===== config.mk =====
export PLATFORM = sky130hd
export DESIGN_NAME = interval_tmr
export DESIGN_NICKNAME = d
export VERILOG_FILES = /design/src/rtl/itmr_pkg.sv /design/src/rtl/itmr_ctrl.sv /design/src/rtl/itmr_cnt.sv /design/src/rtl/interval_tmr.sv
export SDC_FILE = /design/constraint.sdc
export NUM_CORES = 1
export LEC_CHECK = 0
export CORE_MARGIN = 4
export CORE_UTILIZATION = 35
export CTS_BUF_LIST = sky130_fd_sc_hd__clkbuf_2 sky130_fd_sc_hd__clkbuf_4 sky130_fd_sc_hd__clkbuf_8
export CTS_CLUSTER_DIAMETER = 50
export CTS_CLUSTER_SIZE = 10
export DETAILED_ROUTE_END_ITERATION = 10
export GPL_TIMING_DRIVEN = 0
export SLEW_MARGIN = 10
export SYNTH_ARGS = -nofsm -noshare
export SYNTH_HDL_FRONTEND = slang
export SYNTH_SLANG_ARGS = --single-unit

===== constraint.sdc =====
create_clock -name clk -period 2.61 [get_ports clk]
set_input_delay 0.261 -clock clk [delete_from_list [all_inputs] [get_ports clk]]
set_output_delay 0.261 -clock clk [all_outputs]
set_load 0.005 [all_outputs]

===== src/rtl/itmr_pkg.sv =====
package itmr_pkg;

    // Control state of the channel: enable flag, armed-but-not-triggered
    // flag, and the two registered one-cycle pulses.
    typedef struct packed {
        logic en;
        logic pend;
        logic trig;
        logic st_irq;
    } itmr_ctrl_t;

endpackage


===== src/rtl/itmr_ctrl.sv =====
module itmr_ctrl
    import itmr_pkg::*;
(
    input  logic clk,
    input  logic rst_n,
    input  logic start_i,
    input  logic stop_i,
    input  logic tick_i,
    input  logic irq_mode_i,
    output logic en_o,
    output logic load_o,
    output logic run_tick_o,
    output logic trig_o,
    output logic st_irq_o
);

    itmr_ctrl_t st_d, st_q;
    logic       cmd_idle;

    // Priority: stop, then start, then count-clock pulse.
    assign cmd_idle = !stop_i && !start_i;

    always_comb begin
        st_d        = st_q;
        st_d.trig   = 1'b0;
        st_d.st_irq = 1'b0;
        load_o      = 1'b0;
        run_tick_o  = 1'b0;
        if (stop_i) begin
            st_d.en   = 1'b0;
            st_d.pend = 1'b0;
        end else if (start_i) begin
            st_d.en   = 1'b1;
            st_d.pend = 1'b1;
        end else if (tick_i && st_q.en) begin
            if (st_q.pend) begin
                st_d.pend   = 1'b0;
                st_d.trig   = 1'b1;
                st_d.st_irq = irq_mode_i;
                load_o      = cmd_idle;
            end else begin
                run_tick_o  = cmd_idle;
            end
        end
    end

    always_ff @(posedge clk) begin
        if (!rst_n) begin
            st_q <= '0;
        end else begin
            st_q <= st_d;
        end
    end

    assign en_o     = st_q.en;
    assign trig_o   = st_q.trig;
    assign st_irq_o = st_q.st_irq;

    // a start trigger never lasts two cycles
    p_trig_single_r7: assert property (@(posedge clk) disable iff (!rst_n)
        trig_o |=> !trig_o);

    // the start interrupt only appears with its start trigger
    p_start_irq_with_trig_r4: assert property (@(posedge clk) disable iff (!rst_n)
        st_irq_o |-> trig_o);

    // a stop strobe always leaves the channel disabled
    p_stop_clears_r8: assert property (@(posedge clk) disable iff (!rst_n)
        stop_i |=> !en_o);

    // a start strobe arms the channel but is not itself a trigger
    p_start_arms_r2: assert property (@(posedge clk) disable iff (!rst_n)
        (start_i && !stop_i) |=> (en_o && !trig_o));

endmodule


===== src/rtl/itmr_cnt.sv =====
module itmr_cnt #(
    parameter int CNT_W = 16
) (
    input  logic             clk,
    input  logic             rst_n,
    input  logic             load_i,
    input  logic             run_tick_i,
    input  logic             per_we_i,
    input  logic [CNT_W-1:0] per_i,
    output logic [CNT_W-1:0] count_o,
    output logic             zero_irq_o
);

    localparam logic [CNT_W-1:0] CNT_RST = {CNT_W{1'b1}};
    localparam logic [CNT_W-1:0] CNT_ONE = {{(CNT_W-1){1'b0}}, 1'b1};

    typedef struct packed {
        logic [CNT_W-1:0] cnt;
        logic [CNT_W-1:0] per;
        logic             zirq;
    } cnt_st_t;

    cnt_st_t st_d, st_q;
    logic    at_zero;

    assign at_zero = (st_q.cnt == '0);

    always_comb begin
        st_d      = st_q;
        st_d.zirq = 1'b0;
        if (per_we_i) begin
            st_d.per = per_i;
        end
        if (load_i) begin
            st_d.cnt = st_q.per;
        end else if (run_tick_i) begin
            if (at_zero) begin
                st_d.cnt  = st_q.per;
                st_d.zirq = 1'b1;
            end else begin
                st_d.cnt  = st_q.cnt - CNT_ONE;
            end
        end
    end

    always_ff @(posedge clk) begin
        if (!rst_n) begin
            st_q.cnt  <= CNT_RST;
            st_q.per  <= CNT_RST;
            st_q.zirq <= 1'b0;
        end else begin
            st_q <= st_d;
        end
    end

    assign count_o    = st_q.cnt;
    assign zero_irq_o = st_q.zirq;

    // without a load or a running pulse the count does not move
    p_hold_no_step_r5: assert property (@(posedge clk) disable iff (!rst_n)
        (!load_i && !run_tick_i) |=> $stable(count_o));

    // a running pulse on a nonzero count lowers it by one
    p_dec_r5: assert property (@(posedge clk) disable iff (!rst_n)
        (run_tick_i && count_o != '0) |=> (count_o == $past(count_o) - CNT_ONE));

    // a pulse at zero reloads and flags the interrupt
    p_zero_reload_r6: assert property (@(posedge clk) disable iff (!rst_n)
        (run_tick_i && count_o == '0) |=> (zero_irq_o && count_o == $past(st_q.per)));

    // a start load takes the period held before this cycle's write
    p_start_load_r3: assert property (@(posedge clk) disable iff (!rst_n)
        load_i |=> (count_o == $past(st_q.per) && !zero_irq_o));

endmodule


===== src/rtl/interval_tmr.sv =====
module interval_tmr #(
    parameter int CNT_W = 16
) (
    input  logic             clk,
    input  logic             rst_n,
    input  logic             start_i,
    input  logic             stop_i,
    input  logic             period_we_i,
    input  logic [CNT_W-1:0] period_i,
    input  logic             irq_mode_i,
    input  logic             cnt_tick_i,
    output logic [CNT_W-1:0] count_o,
    output logic             running_o,
    output logic             start_trig_o,
    output logic             irq_o
);

    logic load_w;
    logic run_tick_w;
    logic st_irq_w;
    logic zero_irq_w;

    itmr_ctrl u_ctrl (
        .clk        (clk),
        .rst_n      (rst_n),
        .start_i    (start_i),
        .stop_i     (stop_i),
        .tick_i     (cnt_tick_i),
        .irq_mode_i (irq_mode_i),
        .en_o       (running_o),
        .load_o     (load_w),
        .run_tick_o (run_tick_w),
        .trig_o     (start_trig_o),
        .st_irq_o   (st_irq_w)
    );

    itmr_cnt #(.CNT_W(CNT_W)) u_cnt (
        .clk        (clk),
        .rst_n      (rst_n),
        .load_i     (load_w),
        .run_tick_i (run_tick_w),
        .per_we_i   (period_we_i),
        .per_i      (period_i),
        .count_o    (count_o),
        .zero_irq_o (zero_irq_w)
    );

    assign irq_o = st_irq_w | zero_irq_w;

    // a disabled channel raises no interrupt
    p_quiet_when_off_r8: assert property (@(posedge clk) disable iff (!rst_n)
        !running_o |-> (!irq_o && !start_trig_o));

    // the start and reload interrupt sources never coincide
    p_irq_sources_apart_r6: assert property (@(posedge clk) disable iff (!rst_n)
        !(st_irq_w && zero_irq_w));

    // a start trigger follows a count-clock pulse
    p_trig_after_tick_r3: assert property (@(posedge clk) disable iff (!rst_n)
        start_trig_o |-> $past(cnt_tick_i));

endmodule


==> out/metrics.yaml <==
portBuffers: 40
yosysTopAreaCell: "dfxtp_1"
r2r-end: "u_cnt.count_o[10]"
report.final.slew_viol_count: 0
criticalPathCategory: "flop to flop"
worstMarginPinSlew_ps: 715
worstPathMaxFanout: 8
synth_top_area_share_pct: 37.8
yosysSeqAreaShare_pct: 37.8
dp_hpwl_um: 3610
power.leakage_uw: 0.00101
die_h_um: 82.8
area_growth_pct: 29.3
cpMostUsedCell: "or3_1"
startpoint_type: "flop"
hold_end: "u_cnt.st_q[6]"
hold_class: "primary input to flop"
drive_gt1_share_pct: 13.2
rsz0062_at_grt: "false"
timing.clock.skew_ps: 6.61
initial_utilization_pct: 37.2
cp_slowest_cell: "or4b_4"
synth_seq_cells: 37
nets: 304
yosysMostFrequentCell: "dfxtp_1"
avgSynthCellArea_um2: 8.44
hold_start: "period_we_i"
synthCells: 232
grt_pass1_vias: 1695
period_minus_slack_ps: 2310
wl_um: 4960
clk_path_buf_depth: 2
cts_root_buf: "clkbuf_8"
critPathMaxStageDelay_ps: 490
ant_nets: 0
syn_area_mm2: 0.00196
grt_max_degree: 12
cts.htree.levels: 2
reg2reg_depth: 7
antenna_found_initial: 0
wire_per_inst_um: 14.2
vdd_drop_max_mv: 0.309
ys_top_cells_by_count: "dfxtp_1 (37), nand2_1 (32), mux2i_1 (19)"
fill_cells: 541
setup_viol_count_final: 0
clkLatencyLatePin_ps: 290
diodes: 0
ys_types: 43
drt_iter0_drc: 99
cts.clk_slew.worst_paths_ps: 70
cts_tree: "yes"
num_rows: 26
synth_top_flop_cell: "dfxtp_1"
clkSinkCount: 37
maxCapViolCount: 0
gp_congestion: 0.854
hold_path_depth: 3
fmax_mhz: 433
chipWidth_um: 82.8
end_kind: "flop"
yosysWarnings: 0
vias: 1810
drc_errors: 0
grt_first_pass_wirelength_um: 8280
cts_buffers: 5
synth_edf_count: 0
status: "completed"
ios: 42
postLayoutCoreUtil_pct: 48.1
synth_area_leaders: "dfxtp_1 (38%), mux2i_1 (9.7%), buf_4 (6.1%)"
period_share_pct: 88.5
r2r_slack_ps: 300
synthArstFlopShare_pct: 0
die_area_mm2: 0.00686
finalHoldViolCount: 0
core-area_mm2: 0.00527
syn_nets: 257
cp_num_buf_inv: 1
timing.setup.tns_ps: 0
crit_chain: "inv_1 -> ha_1 -> or4b_4 -> or2_0 -> or3_1 -> or3_1 -> nand4_1"
r2r_start: "u_cnt.count_o[1]"
cts_setup_buffers: 0
avgViaCountPerCell: 5.17
crit_family: "simple AND/OR/NAND/NOR gates"
drt_first_pass_iters: 5
cts-resized-gates: 0
cts-hold-fix-buffers: 0
overflow: 0
globalRouteTotalUtil_pct: 15.7
power_density_mw_per_mm2: 443
required_ps: 2830
crit_arrival_ps: 2530
max_slew_margin_pct: 52.4
## sequential cells by signal (all words and copies together), names as in the netlist
signal,cells
u_cnt.count_o,16
u_cnt.st_q,16
u_cnt.zero_irq_o,1
u_ctrl.en_o,1
u_ctrl.st_irq_o,1
u_ctrl.st_q,1
u_ctrl.trig_o,1
## worst register-to-register path: cells and delay by family (launching register included)
kind,cells,cell delay (ps)
simple gates,5,1530
fa+ha+maj,1,200
buf+inv,1,120
flops,1,410
## final cells by class
type | instances | area, µm² | share of cell area (%)
repair buffers | 40 | 400 | 15.8
multi-input cells | 162 | 1020 | 40.4
well taps | 70 | 87.6 | 3.46
clock inverters | 2 | 10.0 | 0.395
clock buffers | 6 | 76.3 | 3.01
inverters | 4 | 15.0 | 0.593
plain buffers | 29 | 179 | 7.07
flip-flops and latches | 37 | 741 | 29.2
## layer usage
metal / routed length (µm) / global-route usage (%) / share of wire [%]
met2: 2170 / 24.0 / 44
met5: 0 / 0 / 0
met3: 346 / 3.35 / 7.0
met4: 33 / 4.74 / 0.66
met1: 2420 / 22.1 / 49
## where the power goes
group          internal, µW  switching [µW]  leakage, µW
Sequential              587            21.3     0.000303
Combinational          74.0            46.4     0.000656
Clock                   195             197    0.0000484
## worst max path at each step
stage / start / to / slack, ps / depth (start not counted)
finish: u_cnt.count_o[1] / u_cnt.count_o[10] / 300 / 7
global route: u_cnt.count_o[7] / u_cnt.count_o[13] / 140 / 6
CTS: u_cnt.count_o[7] / u_cnt.count_o[13] / 320 / 6
detailed placement: start_i / u_cnt.zero_irq_o / 110 / 6
global placement: start_i / u_cnt.zero_irq_o / 160 / 6
floorplan: u_cnt.count_o[0] / u_cnt.count_o[10] / 530 / 7
## metrics by stage
step / hold WS (ps) / instance area [µm²] / total power, µW / instances / setup WS (ps)
final: 447 / 2530 / 1120 / 350 / 300
after global routing: 481 / 2530 / 1170 / 350 / 143
after CTS: 457 / 2530 / 1130 / 350 / 317
after detailed placement: 458 / 2450 / 742 / 342 / 106
after global placement: 456 / 2450 / 741 / 342 / 157
after floorplan: 377 / 1960 / 677 / 232 / 528
## cells by family (layout without fill, tap and decap cells)
group,count (synthesis),in the layout,synth area share (%)
DFF,37,37,37.8
adders and majority gates,2,2,1.28
xor gates and xnor gates,1,1,0.447
muxes,19,19,9.71
and+or+nand+nor,108,108,30.6
buffers and inverters,33,81,9.90
AOI/OAI and AO/OA,32,32,10.2
## placed cells by master (no fill, tap or decap), types with 3 or more instances in the layout
cell,n
clkdlybuf4s50_1,40
dfxtp_1,37
nand2_1,32
mux2i_1,19
buf_4,16
a21oi_1,12
nand4_1,10
clkbuf_1,10
nor3_1,10
nor2_1,9
nand3_1,9
o21ai_0,7
or3_1,6
nor4_1,5
clkbuf_8,5
inv_1,4
and2_1,3
o211ai_1,3
nand3b_1,3
No activity file was read; power rests on OpenSTA's default activity.
